<file path="config.mk">
export PLATFORM = sky130hd
export DESIGN_NAME = bitop_unit
export DESIGN_NICKNAME = d
export VERILOG_FILES = /design/src/rtl/bitop_pkg.sv /design/src/rtl/bitop_mask.sv /design/src/rtl/bitop_core.sv /design/src/rtl/bitop_outreg.sv /design/src/rtl/bitop_unit.sv
export SDC_FILE = /design/constraint.sdc
export NUM_CORES = 1
export LEC_CHECK = 0
export ABC_CLOCK_PERIOD_IN_PS = 2400
export BUFFER_PORTS_ARGS = -buffer_cell sky130_fd_sc_hd__buf_2
export CAP_MARGIN = 30
export CORE_ASPECT_RATIO = 0.6
export CORE_MARGIN = 2
export CORE_UTILIZATION = 30
export DETAILED_ROUTE_END_ITERATION = 12
export GPL_TIMING_DRIVEN = 0
export SYNTH_ARGS = -nofsm -noshare
export SYNTH_HDL_FRONTEND = slang
export SYNTH_HIERARCHICAL = 1
export SYNTH_SLANG_ARGS = --single-unit
export TNS_END_PERCENT = 30
</file>
<file path="constraint.sdc">
create_clock -name clk -period 2.4 [get_ports clk]
set_clock_uncertainty 0.05 [all_clocks]
set_input_delay 0 -clock clk [delete_from_list [all_inputs] [get_ports clk]]
set_output_delay 0 -clock clk [all_outputs]
set_load 0.005 [all_outputs]
</file>
<file path="src/rtl/bitop_pkg.sv">
package bitop_pkg;

    localparam int OP_W = 4;

    typedef enum logic [OP_W-1:0] {
        BOP_SET     = 4'd0,
        BOP_CLR     = 4'd1,
        BOP_FLIP    = 4'd2,
        BOP_TEST    = 4'd3,
        BOP_LOADC   = 4'd4,
        BOP_LOADCN  = 4'd5,
        BOP_STOREC  = 4'd6,
        BOP_STORECN = 4'd7,
        BOP_CAND    = 4'd8,
        BOP_CANDN   = 4'd9,
        BOP_COR     = 4'd10,
        BOP_CORN    = 4'd11,
        BOP_CXOR    = 4'd12,
        BOP_CXORN   = 4'd13,
        BOP_NOPA    = 4'd14,
        BOP_NOPB    = 4'd15
    } bop_e;

    // What a code does to the byte and flags
    typedef enum logic [2:0] {
        ACT_NONE,
        ACT_WRITE,
        ACT_ZERO,
        ACT_CARRY
    } bop_act_e;

    typedef struct packed {
        logic carry;
        logic zero;
    } bop_flags_t;

    function automatic bop_act_e bop_class(input bop_e op);
        case (op)
            BOP_SET, BOP_CLR, BOP_FLIP, BOP_STOREC, BOP_STORECN: return ACT_WRITE;
            BOP_TEST:                                           return ACT_ZERO;
            BOP_LOADC, BOP_LOADCN, BOP_CAND, BOP_CANDN,
            BOP_COR, BOP_CORN, BOP_CXOR, BOP_CXORN:             return ACT_CARRY;
            default:                                            return ACT_NONE;
        endcase
    endfunction

    // One-bit boolean accumulator step for the carry forms
    function automatic logic bop_accum(input bop_e op, input logic bitv, input logic c);
        case (op)
            BOP_LOADC:  return bitv;
            BOP_LOADCN: return ~bitv;
            BOP_CAND:   return c & bitv;
            BOP_CANDN:  return c & ~bitv;
            BOP_COR:    return c | bitv;
            BOP_CORN:   return c | ~bitv;
            BOP_CXOR:   return c ^ bitv;
            BOP_CXORN:  return c ^ ~bitv;
            default:    return c;
        endcase
    endfunction

endpackage

</file>
<file path="src/rtl/bitop_mask.sv">
module bitop_mask #(
    parameter int DATA_W = 8,
    parameter int IDX_W  = $clog2(DATA_W)
) (
    input  logic [IDX_W-1:0]  idx,
    output logic [DATA_W-1:0] mask
);
    for (genvar i = 0; i < DATA_W; i++) begin : g_dec
        assign mask[i] = (idx == IDX_W'(i));
    end
endmodule

</file>
<file path="src/rtl/bitop_core.sv">
module bitop_core
    import bitop_pkg::*;
#(
    parameter int DATA_W = 8
) (
    input  bop_e              op,
    input  logic [DATA_W-1:0] data,
    input  logic [DATA_W-1:0] mask,
    input  bop_flags_t        flags_in,
    output logic [DATA_W-1:0] data_out,
    output logic              wb,
    output bop_flags_t        flags_out
);
    logic     sel_bit;
    logic     put_bit;
    bop_act_e act;

    assign sel_bit = |(data & mask);
    assign act     = bop_class(op);

    always_comb begin
        put_bit   = 1'b0;
        data_out  = data;
        wb        = 1'b0;
        flags_out = flags_in;
        case (op)
            BOP_SET:     put_bit = 1'b1;
            BOP_CLR:     put_bit = 1'b0;
            BOP_FLIP:    put_bit = ~sel_bit;
            BOP_STOREC:  put_bit = flags_in.carry;
            BOP_STORECN: put_bit = ~flags_in.carry;
            default:     put_bit = sel_bit;
        endcase
        case (act)
            ACT_WRITE: begin
                data_out = put_bit ? (data | mask) : (data & ~mask);
                wb       = 1'b1;
            end
            ACT_ZERO:  flags_out.zero  = ~sel_bit;
            ACT_CARRY: flags_out.carry = bop_accum(op, sel_bit, flags_in.carry);
            default: ;
        endcase
    end
endmodule

</file>
<file path="src/rtl/bitop_outreg.sv">
module bitop_outreg
    import bitop_pkg::*;
#(
    parameter int DATA_W = 8
) (
    input  logic              clk,
    input  logic              rst,
    input  logic              vld_in,
    input  logic [DATA_W-1:0] data_in,
    input  logic              wb_in,
    input  bop_flags_t        flags_in,
    output logic              vld_q,
    output logic [DATA_W-1:0] data_q,
    output logic              wb_q,
    output bop_flags_t        flags_q
);
    always_ff @(posedge clk) begin
        if (rst) begin
            vld_q   <= 1'b0;
            data_q  <= '0;
            wb_q    <= 1'b0;
            flags_q <= '0;
        end else begin
            vld_q <= vld_in;
            if (vld_in) begin
                data_q  <= data_in;
                wb_q    <= wb_in;
                flags_q <= flags_in;
            end else begin
                wb_q <= 1'b0;
            end
        end
    end
endmodule

</file>
<file path="src/rtl/bitop_unit.sv">
module bitop_unit
    import bitop_pkg::*;
#(
    parameter int DATA_W   = 8,
    parameter int IDX_IN_W = 4
) (
    input  logic                clk,
    input  logic                rst,
    input  logic                in_valid,
    input  logic [OP_W-1:0]     in_op,
    input  logic [DATA_W-1:0]   in_data,
    input  logic [IDX_IN_W-1:0] in_idx,
    input  logic                in_carry,
    input  logic                in_zero,
    output logic                out_valid,
    output logic [DATA_W-1:0]   out_data,
    output logic                out_wb,
    output logic                out_carry,
    output logic                out_zero
);
    localparam int IDX_W = $clog2(DATA_W);

    logic [DATA_W-1:0] mask;
    logic [DATA_W-1:0] nxt_data;
    logic              nxt_wb;
    bop_flags_t        cur_flags;
    bop_flags_t        nxt_flags;
    bop_flags_t        reg_flags;
    logic              unused_idx_hi;

    // Bit number is taken modulo the byte width
    assign unused_idx_hi = ^in_idx[IDX_IN_W-1:IDX_W];
    assign cur_flags     = '{carry: in_carry, zero: in_zero};

    bitop_mask #(.DATA_W(DATA_W), .IDX_W(IDX_W)) u_mask (
        .idx  (in_idx[IDX_W-1:0]),
        .mask (mask)
    );

    bitop_core #(.DATA_W(DATA_W)) u_core (
        .op        (bop_e'(in_op)),
        .data      (in_data),
        .mask      (mask),
        .flags_in  (cur_flags),
        .data_out  (nxt_data),
        .wb        (nxt_wb),
        .flags_out (nxt_flags)
    );

    bitop_outreg #(.DATA_W(DATA_W)) u_out (
        .clk      (clk),
        .rst      (rst),
        .vld_in   (in_valid),
        .data_in  (nxt_data),
        .wb_in    (nxt_wb),
        .flags_in (nxt_flags),
        .vld_q    (out_valid),
        .data_q   (out_data),
        .wb_q     (out_wb),
        .flags_q  (reg_flags)
    );

    assign out_carry = reg_flags.carry;
    assign out_zero  = reg_flags.zero;
endmodule

</file>
# Yosys cells after proc, flatten, opt, wreduce, memory -nomap -nowiden
# Memories as Yosys holds them, arrays and structs flattened.
# Cells that the tools add are included.
# word_totals
regBits	12
rom_bits	32
input_bits	21
output_inout_bits	12
word_cells	52
mem_count	1
# mem_list
name	words	width	read_ports	rd_ports_with_merged_regs	write_ports	line_no	text
(name not given)	16	2	1	0	0	bitop_pkg.sv:38	case (op)
# classes
n_eq_ne	22
n_mux	7
bitwise	13
reduce_logical	4
# ops
cell	n
$eq A4 B4 Y1 const B	6
$and A8 B8 Y8	2
$eq A4 B3 Y1 const B	4
$mux W8	2
$eq A3 B2 Y1 const B	4
$eq A3 B3 Y1 const B	4
$not A8 Y8	1
$or A8 B8 Y8	1
$pmux W1 S8	1
$reduce_or A8 Y1	1
$eq A3 B1 Y1 const B	2
$pmux W1 S5	1
$eq A4 B1 Y1 const B	1
$eq A4 B2 Y1 const B	1
$logic_not A4 Y1	1
$logic_not A3 Y1	1
$mux W1	3
$not A1 Y1	3
$and A1 B1 Y1	2
$or A1 B1 Y1	2
$reduce_or A2 Y1	1
$xor A1 B1 Y1	2

# Longest topological paths before layout
# logic_depth
ltp_word	7
mapped_depth	8
depth_no_buf	8

# Modules after synthesis
# The synthesis kept the hierarchy.
# by_module_without_submodules
module	instances	cells_each	area_per_inst_um2	seq_area_each_um2
bitop_outreg	1	36	405.4	240.2
bitop_core	1	55	331.6	0.0
bitop_mask	1	8	65.1	0.0

# Worst setup path before layout
# No wires, ideal clock.
# synth_path
path_type	input -> register
from	input in_idx[1]
to	register u_out.data_q[1]
setup_time_ps	128
arrival_time_ps	1223
required_time_ps	2222
path_slack_ps	999
path_stages	8
path_buffers	0
path_cell_list	nor3b_1 -> a22oi_1 -> nand4_1 -> a211oi_2 -> nor3_2 -> a21oi_1 -> mux2i_1 -> nor2_1
# synth_between
elab_chain_len	7
word_cells_on_any_way	17
classes_between	eq/ne: 7; mux: 3; bitwise: 5; reduce/logical: 2
# synth_rtl
element	line_no	text
from (decl)	bitop_unit.sv:12	input logic [IDX_IN_W-1:0] in_idx,
$eq A3 B1 Y1 (tied with other cells)	bitop_mask.sv:9	assign mask[i] = (idx == IDX_W'(i));
$and A8 B8 Y8	bitop_core.sv:18	assign sel_bit = |(data & mask);
$reduce_or A8 Y1	bitop_core.sv:18	
$not A1 Y1	bitop_core.sv:29	BOP_FLIP: put_bit = ~sel_bit;
$pmux W1 S5	bitop_core.sv:26	case (op)
$mux W8 (*)	bitop_core.sv:36	data_out = put_bit ? (data | mask) : (data & ~mask);
$mux W8 (*)	bitop_core.sv:34	case (act)
net nxt_data[1]	bitop_unit.sv:24	logic [DATA_W-1:0] nxt_data;
to (signal assigned)	bitop_outreg.sv:26	data_q <= data_in;
to (decl)	bitop_outreg.sv:13	output logic [DATA_W-1:0] data_q,
# The timed path passes the listed nets; every way through them passes the cells marked *.
# A chain may end at the register's enable or synchronous reset.

# Worst setup path after layout
# layout_path
from	input in_idx[2]
to	register u_out.data_q[1]
# layout_between
elab_chain_len	7
word_cells_on_any_way	17
classes_between	eq/ne: 7; mux: 3; bitwise: 5; reduce/logical: 2
# layout_rtl
element	line_no	text
$eq A3 B3 Y1 (*)	bitop_mask.sv:9	
net mask[4]	bitop_unit.sv:23	logic [DATA_W-1:0] mask;
$and A8 B8 Y8 (*)	bitop_core.sv:18	
$reduce_or A8 Y1 (*)	bitop_core.sv:18	
$not A1 Y1	bitop_core.sv:29	
$pmux W1 S5 (*)	bitop_core.sv:26	
$mux W8 (*)	bitop_core.sv:36	
$mux W8 (*)	bitop_core.sv:34	
net nxt_data[1]	bitop_unit.sv:24	
# Marked as above.

==> run metrics <==
post_cts resized 0; WS Path Type input port to register; Yosys warning total 6; Clock Latency Late Sink 0.24 ns; Slew Limit Headroom 61.7%; Buf+Inv Stages, Crit Path 1; Area growth syn-to-layout 32.4%; Starting DRT DRC Count 29; Pre-antenna DRT Iters 4; # IOs 33; slowest CP cell nor3_2; Worst-path clk slew 0.05 ns; asr flop ratio synth 0%; min Tclk post-route 1.71 ns; WL per Instance 12.9 um; CP Launch Point in_idx[2]; reg2reg end u_out/data_q[4]; cts hold-fix bufs 2; Peak supply drop 0.283 mV; std cell rows 14; final net count 156; Slew Viols, Final 0; RSZ-0062 raised after global routing no; Worst Hold Class input port to register; fmax 584 MHz; Final Hold Violating Endpoints 0; root buffer cell clkbuf_8; Post-DRT Antenna Nets 0; die area 3120 sq um; post-synth cell types 28; Lkg Pwr 0.493 nW; Vias/cell 5.11; DR DRC count 0; Synthesized Nets 120; share of layout cells above drive strength 1 33.6%; # port buffers 29; Final Cell Area 1060 sq um; Reg2Reg Launch Point u_out/data_q[4]; most frequent cell after synthesis a21oi_1; setup TNS 0 ns; Avg Inst Size Synth 8.10 sq um; routed via count 849; Initial Utilization 31.8%; largest area contributor in the netlist dfxtp_1; top_reg_cell synth dfxtp_1; area of placed instances 987 sq um; top cell type's share of synthesized area 30.0%; GPL Wtd Cong 0.780; Crit path largest cell delay 0.42 ns; sequential share of the synthesized area 30.0%; H-Tree Depth 1; Multi-input gate area 529 sq um; count of state elements after synthesis 12; postcts setup bufs 0; EDFF count, synth 0; Register-to-Register Path Depth 2; register area 240 sq um; Clock Path Buffers 2; Sink Count 12; max-cap violations 0; CTS tree built; Die Y 44.1 um; crit start category input port; Core ar. 2520 sq um; Post-synth top cells a21oi_1 (18), nor2_1 (15), dfxtp_1 (12); Die X 70.8 um; endpoint class of the critical path register; Req. time, crit path 2.46 ns; WP depth 9; status finished clean; global-route wire length before repair 3550 um; vias in the first global route 800; HPWL after detailed placement 1610 um; Mapped Cells 99; Post-Syn Area 802 sq um; CP delay by family, top simple AND/OR/NAND/NOR gates; Antenna Cells 0; CTS Buf Count 3; P per Cell Area 538 nW/um^2; placed cell count 160; # fillers 272; CP cell instances buf_2 -> nor3b_1 -> a22oi_1 -> nand4_1 -> a211oi_2 -> nor3_2 -> a21oi_1 -> mux2i_1 -> nor2_1; post-route insts no fill 166; # setup viols final 0; crit-path max FO 8; CP endpoint u_out/data_q[1]; largest cells by area after synthesis dfxtp_1 (30%), mux2i_1 (12%), a21oi_1 (11%); routed wire length 2140 um; Final period util 71.4%; total grt overflow 0; Slew @ Worst Pin 0.571 ns; initial antenna violation count 0; Tot GR Track Use 15.0%; largest net degree at the start of global routing 11; CP arrival 1.78 ns; R2R Setup Slk 1.70 ns
## cells in the final DEF (no fill, tap or decap), drive strengths merged
master        n
mux2i        10
nor2         15
mux2          1
o211ai        2
nor2b         6
a31oi         1
nand4         2
nand3         1
nor3b         3
and3          1
and3b         3
or2           2
and4          3
and2          1
o21ai         3
nor3          3
nand2         2
a21oi        18
clkbuf        5
a211oi        1
a22oi         4
dfxtp        12
dlygate4sd3   2
buf          33
## per-stage QoR
stage / power, mW / worst slack [ns] / hold WS [ns] / util, %
after floorplan: 0.298 / 0.999 / 0.0291 / -
after global placement: 0.345 / 0.546 / 0.131 / 39.1
after detailed placement: 0.349 / 0.462 / 0.136 / 39.1
after CTS: 0.576 / 0.691 / 0.0716 / 42.1
after global routing: 0.606 / 0.455 / 0.139 / 42.1
final: 0.571 / 0.687 / 0.0671 / 42.1
## worst min path at each step
| stage | start | to | slack, ns | cells past startpoint |
|---|---|---|---|---|
| 3_5_place_dp | rst | u_out/vld_q | 0.14 | 2 |
| 3_3_place_gp | rst | u_out/vld_q | 0.13 | 2 |
| 4_1_cts | in_zero | u_out/flags_q[0] | 0.07 | 4 |
| 5_1_grt | in_zero | u_out/flags_q[0] | 0.14 | 4 |
| 2_1_floorplan | rst | u_out/vld_q | 0.03 | 1 |
| 6_report | in_zero | u_out/flags_q[0] | 0.07 | 4 |
## worst min-delay path: cells and delay by family
kind / cells / cell delay (ns)
mux: 2 / 0.17
buf+inv: 1 / 0.08
simple gates: 1 / 0.07
## sequential cells by signal (all words and copies together), names as in the netlist
signal and flops:
u_out/data_q 8, u_out/flags_q 2, u_out/vld_q 1, u_out/wb_q 1
## per-layer routing
layer | share of wire (%) | track usage (%) | wire (um) | up-vias
li1 | - | - | - | 435
met3 | 5.7 | 4.56 | 122 | 2
met1 | 48 | 18.8 | 1030 | 391
met5 | 0 | 0 | 0 | -
met2 | 45 | 25.2 | 970 | 21
met4 | 0.89 | 4.53 | 19 | 0
## kinds of logic (layout without fill, tap and decap cells)
kind of cell           Yosys count  count (layout)  share of synthesized area [%]
AOI/OAI and AO/OA               29              29                           21.1
buffers and inverters            5              40                           4.06
DFF                             12              12                           30.0
muxes                           11              11                           13.9
and+or+nand+nor                 42              42                           31.0
## power by group
group | internal (mW) | switching, mW | total, mW | leakage [nW]
Sequential | 0.212 | 0.00573 | 0.218 | 0.0991
Combinational | 0.0594 | 0.0703 | 0.130 | 0.365
Clock | 0.145 | 0.0784 | 0.224 | 0.0288
## area by class of cell
class | count | area share, %
plain buffers | 5 | 3.06
clock buffers | 4 | 5.18
multi-input cells | 82 | 49.8
flip-flops and latches | 12 | 22.6
well taps | 32 | 3.77
repair buffers | 31 | 15.5
Note: power is estimated with default switching activity, not from simulation.
